### config.mk
export PLATFORM = sky130hd
export DESIGN_NAME = frac_div_modulator
export DESIGN_NICKNAME = d
export VERILOG_FILES = /design/src/rtl/fracn_pkg.sv /design/src/rtl/fracn_stage.sv /design/src/rtl/fracn_combine.sv /design/src/rtl/frac_div_modulator.sv
export SDC_FILE = /design/constraint.sdc
export NUM_CORES = 1
export LEC_CHECK = 0
export BUFFER_PORTS_ARGS = -buffer_cell sky130_fd_sc_hd__buf_2
export CORE_MARGIN = 2
export CORE_UTILIZATION = 50
export CTS_BUF_LIST = sky130_fd_sc_hd__clkbuf_4 sky130_fd_sc_hd__clkbuf_8
export CTS_CLUSTER_SIZE = 20
export DETAILED_ROUTE_END_ITERATION = 10
export HOLD_SLACK_MARGIN = 0.03
export MAX_ROUTING_LAYER = met4
export PLACE_DENSITY = 0.68
export SLEW_MARGIN = 20
export SYNTH_ARGS = -nofsm -noshare
export SYNTH_HDL_FRONTEND = slang
export SYNTH_HIERARCHICAL = 1
export SYNTH_SLANG_ARGS = --single-unit
### constraint.sdc
create_clock -name clk_i -period 53.9 [get_ports clk_i]
set_input_delay 5.39 -clock clk_i [delete_from_list [all_inputs] [get_ports clk_i]]
set_output_delay 5.39 -clock clk_i [all_outputs]
set_load 0.1 [all_outputs]
### src/rtl/fracn_pkg.sv
package fracn_pkg;

  // Binomial coefficient C(n, k) for small n.
  function automatic int binom(input int n, input int k);
    int r;
    r = 1;
    for (int i = 0; i < k; i++) r = (r * (n - i)) / (i + 1);
    return r;
  endfunction

  // Weight of the carry j cycles back in a k-fold first difference.
  function automatic int tap_weight(input int k, input int j);
    return ((j % 2) == 1) ? -binom(k, j) : binom(k, j);
  endfunction

endpackage

### src/rtl/fracn_stage.sv
module fracn_stage #(
  parameter int MOD_W = 16
) (
  input  logic             clk_i,
  input  logic             srst_i,
  input  logic [MOD_W-1:0] den_i,
  input  logic [MOD_W:0]   add_i,
  output logic [MOD_W-1:0] res_o,
  output logic             cy_o
);
  logic [MOD_W-1:0] acc_q;
  logic [MOD_W+1:0] sum_c;

  always_comb begin
    sum_c = {2'b00, acc_q} + {1'b0, add_i};
    cy_o  = (sum_c >= {2'b00, den_i});
    res_o = cy_o ? MOD_W'(sum_c - {2'b00, den_i}) : MOD_W'(sum_c);
  end

  always_ff @(posedge clk_i) begin
    if (srst_i) acc_q <= '0;
    else        acc_q <= res_o;
  end
endmodule

### src/rtl/fracn_combine.sv
module fracn_combine
  import fracn_pkg::*;
#(
  parameter int NSTAGE = 4,
  parameter int ORD_W  = 2,
  parameter int OFS_W  = 6
) (
  input  logic                    clk_i,
  input  logic                    srst_i,
  input  logic [NSTAGE-1:0]       cy_i,
  input  logic [ORD_W-1:0]        ord_i,
  output logic signed [OFS_W-1:0] ofs_o
);
  logic signed [OFS_W-1:0] term [NSTAGE];

  for (genvar gk = 0; gk < NSTAGE; gk++) begin : g_term
    if (gk == 0) begin : g_first
      assign term[gk] = OFS_W'(int'(cy_i[gk]));
    end else begin : g_diff
      logic [gk-1:0] hist_q;
      int            t_c;

      always_ff @(posedge clk_i) begin
        if (srst_i) hist_q <= '0;
        else begin
          hist_q[0] <= cy_i[gk];
          for (int j = 1; j < gk; j++) hist_q[j] <= hist_q[j-1];
        end
      end

      always_comb begin
        t_c = tap_weight(gk, 0) * int'(cy_i[gk]);
        for (int j = 1; j <= gk; j++) t_c = t_c + tap_weight(gk, j) * int'(hist_q[j-1]);
      end
      assign term[gk] = OFS_W'(t_c);
    end
  end

  always_comb begin
    int s;
    s = 0;
    for (int k = 0; k < NSTAGE; k++) begin
      if (k <= int'(ord_i)) s = s + int'(term[k]);
    end
    ofs_o = OFS_W'(s);
  end
endmodule

### src/rtl/frac_div_modulator.sv
module frac_div_modulator #(
  parameter int                INT_W     = 12,
  parameter int                MOD_W     = 16,
  parameter int                NSTAGE    = 4,
  parameter int                LFSR_W    = 16,
  parameter logic [LFSR_W-1:0] LFSR_TAPS = 16'hB400,
  parameter logic [LFSR_W-1:0] LFSR_SEED = 16'hACE1,
  localparam int               ORD_W     = $clog2(NSTAGE),
  localparam int               DIV_W     = INT_W + 1,
  localparam int               OFS_W     = NSTAGE + 2
) (
  input  logic             clk_i,
  input  logic             srst_i,
  input  logic [INT_W-1:0] int_i,
  input  logic [MOD_W-1:0] num_i,
  input  logic [MOD_W-1:0] den_i,
  input  logic [ORD_W-1:0] ord_i,
  input  logic             dith_en_i,
  output logic [DIV_W-1:0] div_o
);
  logic [MOD_W-1:0]        den_q;
  logic [ORD_W-1:0]        ord_q;
  logic [LFSR_W-1:0]       lfsr_q;
  logic                    dith_bit;
  logic [MOD_W:0]          add   [NSTAGE];
  logic [MOD_W-1:0]        res   [NSTAGE];
  logic [NSTAGE-1:0]       cy;
  logic signed [OFS_W-1:0] ofs_c;
  logic signed [OFS_W-1:0] ofs_q;
  logic [DIV_W-1:0]        div_c;

  // Configuration is sampled only while reset is held.
  always_ff @(posedge clk_i) begin
    if (srst_i) begin
      den_q <= den_i;
      ord_q <= ord_i;
    end
  end

  // Dither source: left-shifting maximal-length register.
  always_ff @(posedge clk_i) begin
    if (srst_i) lfsr_q <= LFSR_SEED;
    else        lfsr_q <= {lfsr_q[LFSR_W-2:0], ^(lfsr_q & LFSR_TAPS)};
  end
  assign dith_bit = dith_en_i & lfsr_q[0];

  for (genvar gs = 0; gs < NSTAGE; gs++) begin : g_stage
    if (gs == 0) begin : g_in0
      assign add[gs] = {1'b0, num_i} + {{MOD_W{1'b0}}, dith_bit};
    end else begin : g_inn
      assign add[gs] = {1'b0, res[gs-1]};
    end
    fracn_stage #(.MOD_W(MOD_W)) u_stage (
      .clk_i  (clk_i),
      .srst_i (srst_i),
      .den_i  (den_q),
      .add_i  (add[gs]),
      .res_o  (res[gs]),
      .cy_o   (cy[gs])
    );
  end

  fracn_combine #(.NSTAGE(NSTAGE), .ORD_W(ORD_W), .OFS_W(OFS_W)) u_combine (
    .clk_i  (clk_i),
    .srst_i (srst_i),
    .cy_i   (cy),
    .ord_i  (ord_q),
    .ofs_o  (ofs_c)
  );

  assign div_c = DIV_W'($signed({1'b0, int_i}) + DIV_W'(ofs_c));

  always_ff @(posedge clk_i) begin
    if (srst_i) begin
      ofs_q <= '0;
      div_o <= DIV_W'(int_i);
    end else begin
      ofs_q <= ofs_c;
      div_o <= div_c;
    end
  end
endmodule

Yosys cells after proc, flatten, opt, wreduce, memory -nomap -nowiden
Cells that the tools add are included.
- register bits after elaboration: 117
- output and inout bits: 13
- logic and storage cells: 53
- $add $sub $neg: 22
- multipliers: 2
- $lt $le $gt $ge: 7
- multiplexer cells: 8
- bitwise operators: 1
- reduce and logical (&&, ||, !) cells: 1
- operator list (kind ; number):
    16-bit 2-to-1 mux ; 4
    16-bit subtractor ; 4
    16-bit by 16-bit adder with 17-bit output ; 3
    17-bit by 16-bit >= comparator with 1-bit output ; 3
    2-bit by 6-bit adder with 6-bit output ; 4
    6-bit adder ; 4
    16-bit by 17-bit adder with 18-bit output ; 1
    18-bit by 16-bit >= comparator with 1-bit output ; 1
    6-bit 2-to-1 mux ; 3
    16-bit by 1-bit adder with 17-bit output ; 1
    16-bit parity ; 1
    13-bit by 6-bit adder with 13-bit output ; 1
    12-bit 2-to-1 mux ; 1
    1-bit negator with 6-bit output ; 2
    6-bit by 2-bit adder with 6-bit output ; 1
    3-bit by 2-bit multiplier with 5-bit output, first input constant ; 1
    1-bit negator with 5-bit output ; 1
    2-bit <= comparator, first input constant ; 2
    2-bit by 1-bit multiplier with 3-bit output, first input constant ; 1
    1-bit by 2-bit <= comparator with 1-bit output, first input constant ; 1
    1-bit bitwise AND ; 1

Depth between registers and ports, before layout
Gate-level depths: netlist (run 1).
- word-level depth: 20
- mapped depth: 99
- mapped depth without buffers: 95

Cells and area by module
The synthesis (run 1) kept the hierarchy.
- modules (own cells, without submodules) (module ; times used ; cells each ; area each (um2) ; seq. area each (um2)):
    fracn_stage (g_stage[3].u_stage) ; 1 ; 296 ; 2352.3 ; 320.3
    fracn_stage (g_stage[1].u_stage) ; 1 ; 320 ; 2348.5 ; 320.3
    fracn_stage (g_stage[0].u_stage) ; 1 ; 280 ; 2314.7 ; 320.3
    fracn_stage (g_stage[2].u_stage) ; 1 ; 292 ; 2309.7 ; 320.3
    frac_div_modulator ; 1 ; 214 ; 2245.9 ; 1121.1
    fracn_combine ; 1 ; 103 ; 863.3 ; 120.1

Worst setup path before layout (run 1)
No wires, ideal clock.
- path type: input to register
- start: input port dith_en_i
- end: register div_o[12]
- library setup time: 121 ps
- arrival: 22497 ps
- data required time: 53779 ps
- slack: 31282 ps
- stages: 92
- path buffers: 5
- cell sequence: and2_1 > ha_1 > ha_1 > and4_1 > nand2_1 > xnor2_1 > ha_1 > o21a_1 > o21ai_1 > a31oi_4 > a211o_1 > a21oi_1 > xnor2_1 > ha_1 > a21oi_1 > nor2_1 > a2111oi_0 > o31ai_1 > [56 not listed] > inv_1 > fa_1 > fa_1 > inv_1 > ha_1 > inv_1 > fa_1 > nand2b_4 > a21oi_4 > xnor2_1 > or3_1 > nand3_1 > ha_1 > a21o_1 > a21oi_1 > o21ai_0 > a211oi_1 > mux2_2
- RTL lines (element ; line ; text):
    start: declaration ; frac_div_modulator.sv:18 ; input logic dith_en_i,
    end signal: assignment ; frac_div_modulator.sv:76 ; div_o <= DIV_W'(int_i);
    end signal: assignment ; frac_div_modulator.sv:79 ; div_o <= div_c;
    end: declaration ; frac_div_modulator.sv:19 ; output logic [DIV_W-1:0] div_o

==> qor.yml, run 1 <==
status: "finished, final reports clean"
ctsResizeCount: 0
met1_usage: 0.290
skew_ns: 0.0216
hold_viol: 0
pin_count: 62
rsz0062_at_grt: "false"
tightest_slew_ns: 0.813
ys_warn_count: 6
worstSetupPathType: "in -> reg"
slowest_delay_ns: 0.51
fin_worst_hold_slack_ns: 0.415
routabilityCongestion: 0.920
reg2reg_depth: 92
final_nets: 1787
synthCells: 1501
grt_overflow: 0
worstHoldStart: "lfsr_q[6]"
syn_avg_cell_area_um2: 8.27
utilization: 0.553
num-fill-cells: 2272
crit_fanout: 20
drive_above_1_share: 0.124
placement.io_buffers: 61
place_ws_ns: 28.28
cp_common_cell: "ha_1"
n_antenna_cell: 0
setup_tns_ns: 0
path_delay_family: "compound AO/OA/AOI/OAI gates"
core-area_um2: 24300
drc_errors: 0
die_x_um: 162
min_to: "lfsr_q[7]"
grt_max_degree: 80
critPathArrivalTime_ns: 25.81
worst_slack_ns: 28.44
crit_required_ns: 54.25
max_freq_mhz: 39.3
fin_crit_sh: 0.472
numCtsBuffers: 17
cts_hold_buf: 0
critPathBufInv: 12
slew_headroom: 0.458
worstReg2RegEnd: "div_o[12]"
cts.sinks: 117
path_clk_slew_ns: 0.08
antenna_found_initial: 0
ff2ff_setup_slack_ns: 33.10
syn_area_um2: 12400
row_count: 57
setup_viol: 0
cp-end-kind: "flip-flop"
worst_setup_path_start_kind: "primary input"
htreeDepth: 4
post_drt_wl_per_cell_um: 15.6
drt_wl_total_um: 29700
initial_core_util: 0.510
postCtsSetupBuffers: 0
clockBufferDepth: 2
grt_use_total: 0.236
met2_usage: 0.402
die_height_um: 162
detail-route-antenna-nets: 0
drt-pass1-iter-count: 5
die-area_um2: 26100
via_per_inst: 5.69
min_period_ns: 25.46
drv_cap: 0
rr_startpoint: "lfsr_q[0]"
synthToLayoutAreaGrowth_pct: 8.33
vias: 10800
hold-path-cell-count: 1
clk_latency_ns: 0.46
cts_tree: "done"
drt_iter0_drc: 648
grt_pass1_wl_um: 48800
holdCritPathClass: "reg -> reg"
root_buffer: "clkbuf_8"
final_max_slew_viol_count: 0
grt_pass1_vias: 10500
dp_hpwl_um: 23800
gr-usage-met3: 0.0288
grt_busiest_layer: "met2"
slowest_stage: "o311ai_0"
final cells by class:
class                      count  area (um2)  share of cell area
inverter                     149         562              0.0418
clock buffer                  19         262              0.0194
timing repair buffer          64         330              0.0246
multi-input combinational   1216        9200               0.684
sequential                   117        2520               0.188
clock inverter                13         166              0.0124
tap                          324         405              0.0301
stage by stage:
stage	area (um2)	instances
floorplan	12400	1509
global placement	13000	1870
detailed placement	13000	1870
CTS	13400	1902
global route	13400	1902
finish	13400	1902
how the worst max path moves through the flow:
| stage | end | startpoint | cells after the start | slack [ns] |
|---|---|---|---|---|
| CTS | div_o[12] | dith_en_i | 93 | 28.74 |
| floorplan | div_o[12] | dith_en_i | 92 | 31.32 |
| global route | div_o[12] | dith_en_i | 93 | 26.82 |
| global placement | div_o[12] | dith_en_i | 89 | 28.98 |
| detailed placement | div_o[12] | dith_en_i | 93 | 28.28 |
| finish | div_o[12] | dith_en_i | 93 | 28.44 |
routing by layer:
layer	up-vias	share of wire	wire, um
met4	0	0.025	754
li1	5523	-	-
met2	237	0.48	14200
met3	47	0.035	1040
met1	5013	0.46	13700
met5	-	0	0
sequential cells by signal (all words and copies together), names as in the netlist:
| signal | count |
|---|---|
| den_q | 16 |
| g_stage.u_stage/acc_q | 64 |
| u_combine/g_term.g_diff.hist_q | 6 |
| ord_q | 2 |
| lfsr_q | 16 |
| div_o | 13 |
layout by cell type (no fill, tap or decap), types with 20 or more instances in the layout:
cell	count
o21ai_0	62
nor3_1	30
nand2_1	89
dfxtp_1	99
nand3_1	51
nand4_1	21
nor2_1	101
buf_2	60
a21o_1	34
nor2b_1	68
mux2_4	31
o21a_1	28
xnor2_1	79
xor2_1	34
a21oi_1	132
inv_1	147
ha_1	158
a211oi_1	20
Power of run 1 is not shown: default switching activity piles up to over one toggle a cycle in this logic, so the estimate is an artifact.
==> inputs of run 2 (changes only) <==
- PLACE_DENSITY: 0.68 -> 0.71
- clock period: 53.9 -> 21.9 ns (I/O delays scaled with it)
==> run 2 against run 1 <==
Compared with the run above:
- sequential cell count unchanged
- register-to-register slack got worse by 30 ns
- sequential share of layout area decreased by 0.24 points
- setup slack got worse by 27 ns
- global-route usage increased by 0.61 points
- largest cell class unchanged
==> qor.yml, run 2 (synthesis gave the netlist of run 1 again) <==
max_freq_mhz: 48.4
core-area_um2: 24300
grt_pass1_wl_um: 50300
initial_core_util: 0.510
die-area_um2: 26100
crit_fanout: 20
crit_required_ns: 22.25
antenna_found_initial: 0
dpl_cell_area_um2: 13100
slew_headroom: 0.460
final_max_slew_viol_count: 0
fin_crit_sh: 0.944
grt_max_degree: 52
slowest_stage: "or3_4"
top_register: "g_stage.u_stage/acc_q"
placement.io_buffers: 61
drt_iter0_drc: 702
row_count: 57
rr_startpoint: "lfsr_q[0]"
utilization: 0.560
die_height_um: 162
root_buffer: "clkbuf_8"
critPathArrivalTime_ns: 21.02
drt_wl_total_um: 30100
die_x_um: 162
design_area_um2: 13600
min_period_ns: 20.68
drc_errors: 0
setup_viol: 0
cp-startpoint: "dith_en_i"
num-fill-cells: 2235
grt_use_total: 0.243
largest_reg_flops: 64
reg_top3: "g_stage.u_stage/acc_q: 64 flops, den_q: 16 flops, lfsr_q: 16 flops"
clk_latency_ns: 0.45
detail-route-antenna-nets: 0
grt_pass1_vias: 10700
layout_commonest_cell: "ha_1"
pin_count: 62
slowest_delay_ns: 0.44
drive_above_1_share: 0.139
path_clk_slew_ns: 0.09
status: "finished, final reports clean"
numCtsBuffers: 17
htreeDepth: 4
final_nets: 1795
skew_ns: 0.0222
worstHoldStart: "lfsr_q[14]"
cp_common_cell: "ha_1"
vias: 10800
drt-pass1-iter-count: 5
routabilityCongestion: 0.931
n_antenna_cell: 0
setup_tns_ns: 0
drv_cap: 0
dp_hpwl_um: 23900
grt_overflow: 0
cts_tree: "done"
clockBufferDepth: 2
cts.sinks: 117
worst_setup_path_start_kind: "primary input"
via_per_inst: 5.66
layout_common_cells: "ha_1, inv_1, a21oi_1"
synthToLayoutAreaGrowth_pct: 9.74
worstSetupPathType: "in -> reg"
hold_viol: 0
tightest_slew_ns: 0.808
holdCritPathClass: "reg -> reg"
cp-end-kind: "flip-flop"
fin_worst_hold_slack_ns: 0.413
post_drt_wl_per_cell_um: 15.8
## run 2: metal layers
layer	share of wire	vias up	GRT usage
li1	-	5538	-
met1	0.46	5006	0.300
met2	0.49	227	0.414
met3	0.033	47	0.0280
met4	0.021	0	0.0767
met5	0	-	-
## run 2: stage by stage
step	setup slack, ns	std cells
5_1_grt	-0.0193	1910
3_5_place_dp	-0.0390	1875
2_1_floorplan	2.52	1509
6_report	1.22	1910
3_3_place_gp	0.579	1875
4_1_cts	0.413	1907
## run 2: critical path: cells and delay by family
kind | cells | cell delay [ns]
fa+ha+maj | 16 | 5.29
simple gates | 19 | 3.96
xor+xnor | 5 | 0.85
mux | 3 | 0.87
compound gates | 36 | 6.66
buf+inv | 10 | 1.18
## run 2: worst paths after layout
kind,endpoint,depth (start not counted),slack (ns)
min,lfsr_q[15],1,0.41
max,div_o[12],89,1.22
max reg2reg,div_o[12],88,2.70
min reg2reg,lfsr_q[15],1,0.41
## run 2: repair_timing
action / 4_1_cts / 5_1_grt
hold buffers: 0 / 0
endpoints found under the setup margin: 0 / 11
gates resized for setup: 0 / 27
setup buffers: 0 / 3
## run 2: layout make-up
class,count,area (um2),share of cell area
inverter,149,562,0.0412
tap,324,405,0.0298
sequential,117,2520,0.185
clock buffer,17,234,0.0172
clock inverter,15,189,0.0139
multi-input combinational,1216,9310,0.683
timing repair buffer,72,403,0.0296
Power of run 2 is left out for the same reason.
==> inputs of run 3 (changes only) <==
- CTS_BUF_LIST: sky130_fd_sc_hd__clkbuf_4 sky130_fd_sc_hd__clkbuf_8 -> not set
==> run 3 against run 2 <==
Compared with the run above:
- cell area is 1.5% higher
- clock skew is 0.0098 ns lower
- core utilization grew 0.82 points
- critical path type unchanged
==> qor.yml, run 3 (synthesis gave the netlist of run 1 again) <==
status: "finished, final reports clean"
drt_iter0_drc: 822
worst_setup_path_start_kind: "primary input"
utilization: 0.568
drv_cap: 0
layout_common_cells: "ha_1, inv_1, a21oi_1"
instances_no_fill: 1911
worstSetupPathType: "in -> reg"
pin_count: 62
vias: 10900
drt-pass1-iter-count: 7
grt_use_total: 0.245
largest_reg_flops: 64
cts_tree: "done"
clk_latency_ns: 0.42
n_antenna_cell: 0
synthToLayoutAreaGrowth_pct: 11.3
min_to: "lfsr_q[15]"
routabilityCongestion: 0.931
post_drt_wl_per_cell_um: 16.0
slew_headroom: 0.466
dpl_cell_area_um2: 13100
path_delay_family: "compound AO/OA/AOI/OAI gates"
dp_hpwl_um: 23900
die_x_um: 162
layout_commonest_cell: "ha_1"
tightest_slew_ns: 0.800
drt_wl_total_um: 30500
holdCritPathClass: "reg -> reg"
numCtsBuffers: 17
ff2ff_setup_slack_ns: 2.64
path_clk_slew_ns: 0.06
skew_ns: 0.0124
reg_top3: "g_stage.u_stage/acc_q: 64 flops, den_q: 16 flops, lfsr_q: 16 flops"
crit_required_ns: 22.22
multi_input_area_um2: 9320
placed_cells: 1875
placement.io_buffers: 61
top_register: "g_stage.u_stage/acc_q"
grt_pass1_vias: 10800
worstReg2RegEnd: "div_o[12]"
setup_tns_ns: 0
seq_area_um2: 2520
cts.sinks: 117
slowest_delay_ns: 0.44
cp-end-kind: "flip-flop"
final_nets: 1796
crit_fanout: 20
critPathArrivalTime_ns: 21.09
row_count: 57
root_buffer: "clkbuf_16"
num-fill-cells: 2201
clockBufferDepth: 2
final_max_slew_viol_count: 0
rr_startpoint: "lfsr_q[0]"
die-area_um2: 26100
grt_overflow: 0
hold-path-cell-count: 1
design_area_um2: 13800
max_freq_mhz: 48.1
die_height_um: 162
hold_viol: 0
detail-route-antenna-nets: 0
reg2reg_depth: 89
grt_pass1_wl_um: 50800
drc_errors: 0
antenna_found_initial: 0
drive_above_1_share: 0.140
grt_max_degree: 52
core-area_um2: 24300
slowest_stage: "or3_4"
min_period_ns: 20.77
fin_crit_sh: 0.948
critPathBufInv: 10
initial_core_util: 0.510
via_per_inst: 5.70
worstHoldStart: "lfsr_q[14]"
cp_common_cell: "ha_1"
htreeDepth: 4
setup_viol: 0
-- run 3: cell count changes in the layout (fill, tap and decap cells not counted), sizes merged --
cell	delta
buf	+1
clkbuf	+3
bufinv	-3
-- run 3: metrics by stage --
step                      worst slack (ns)  hold WS [ns]
after floorplan                       2.52         0.389
after global placement               0.579         0.392
after detailed placement           -0.0390         0.394
after CTS                            0.373         0.409
after global routing               -0.0542         0.417
final                                 1.13         0.408
-- run 3: repair_timing --
item                       CTS  global route
hold endpoints to repair     0             0
hold buffers                 0             0
setup endpoints to repair    0            11
resized for setup            0            31
buffers inserted             0             4
-- run 3: cell type report --
| cell class | instances | area share |
|---|---|---|
| Clock buffer | 20 | 0.0362 |
| Clock inverter | 12 | 0.00715 |
| Inverter | 149 | 0.0406 |
| Multi-Input combinational cell | 1216 | 0.675 |
| Sequential cell | 117 | 0.182 |
| Tap cell | 324 | 0.0293 |
| Timing Repair Buffer | 73 | 0.0297 |
-- run 3: layer usage --
| layer | wire, um | global-route usage |
|---|---|---|
| met2 | 14800 | 0.422 |
| met3 | 1010 | 0.0265 |
| met4 | 692 | 0.0775 |
| met1 | 14000 | 0.302 |
| met5 | 0 | - |
-- run 3: worst max-delay path by stage --
| stage | slack (ns) | cells after the start | to | start |
|---|---|---|---|---|
| global placement | 0.58 | 90 | div_o[12] | dith_en_i |
| finish | 1.13 | 90 | div_o[12] | dith_en_i |
| detailed placement | -0.04 | 92 | div_o[12] | dith_en_i |
| global route | -0.05 | 93 | div_o[12] | dith_en_i |
| floorplan | 2.52 | 92 | div_o[12] | dith_en_i |
| CTS | 0.37 | 92 | div_o[12] | dith_en_i |
Power of run 3 is left out for the same reason.
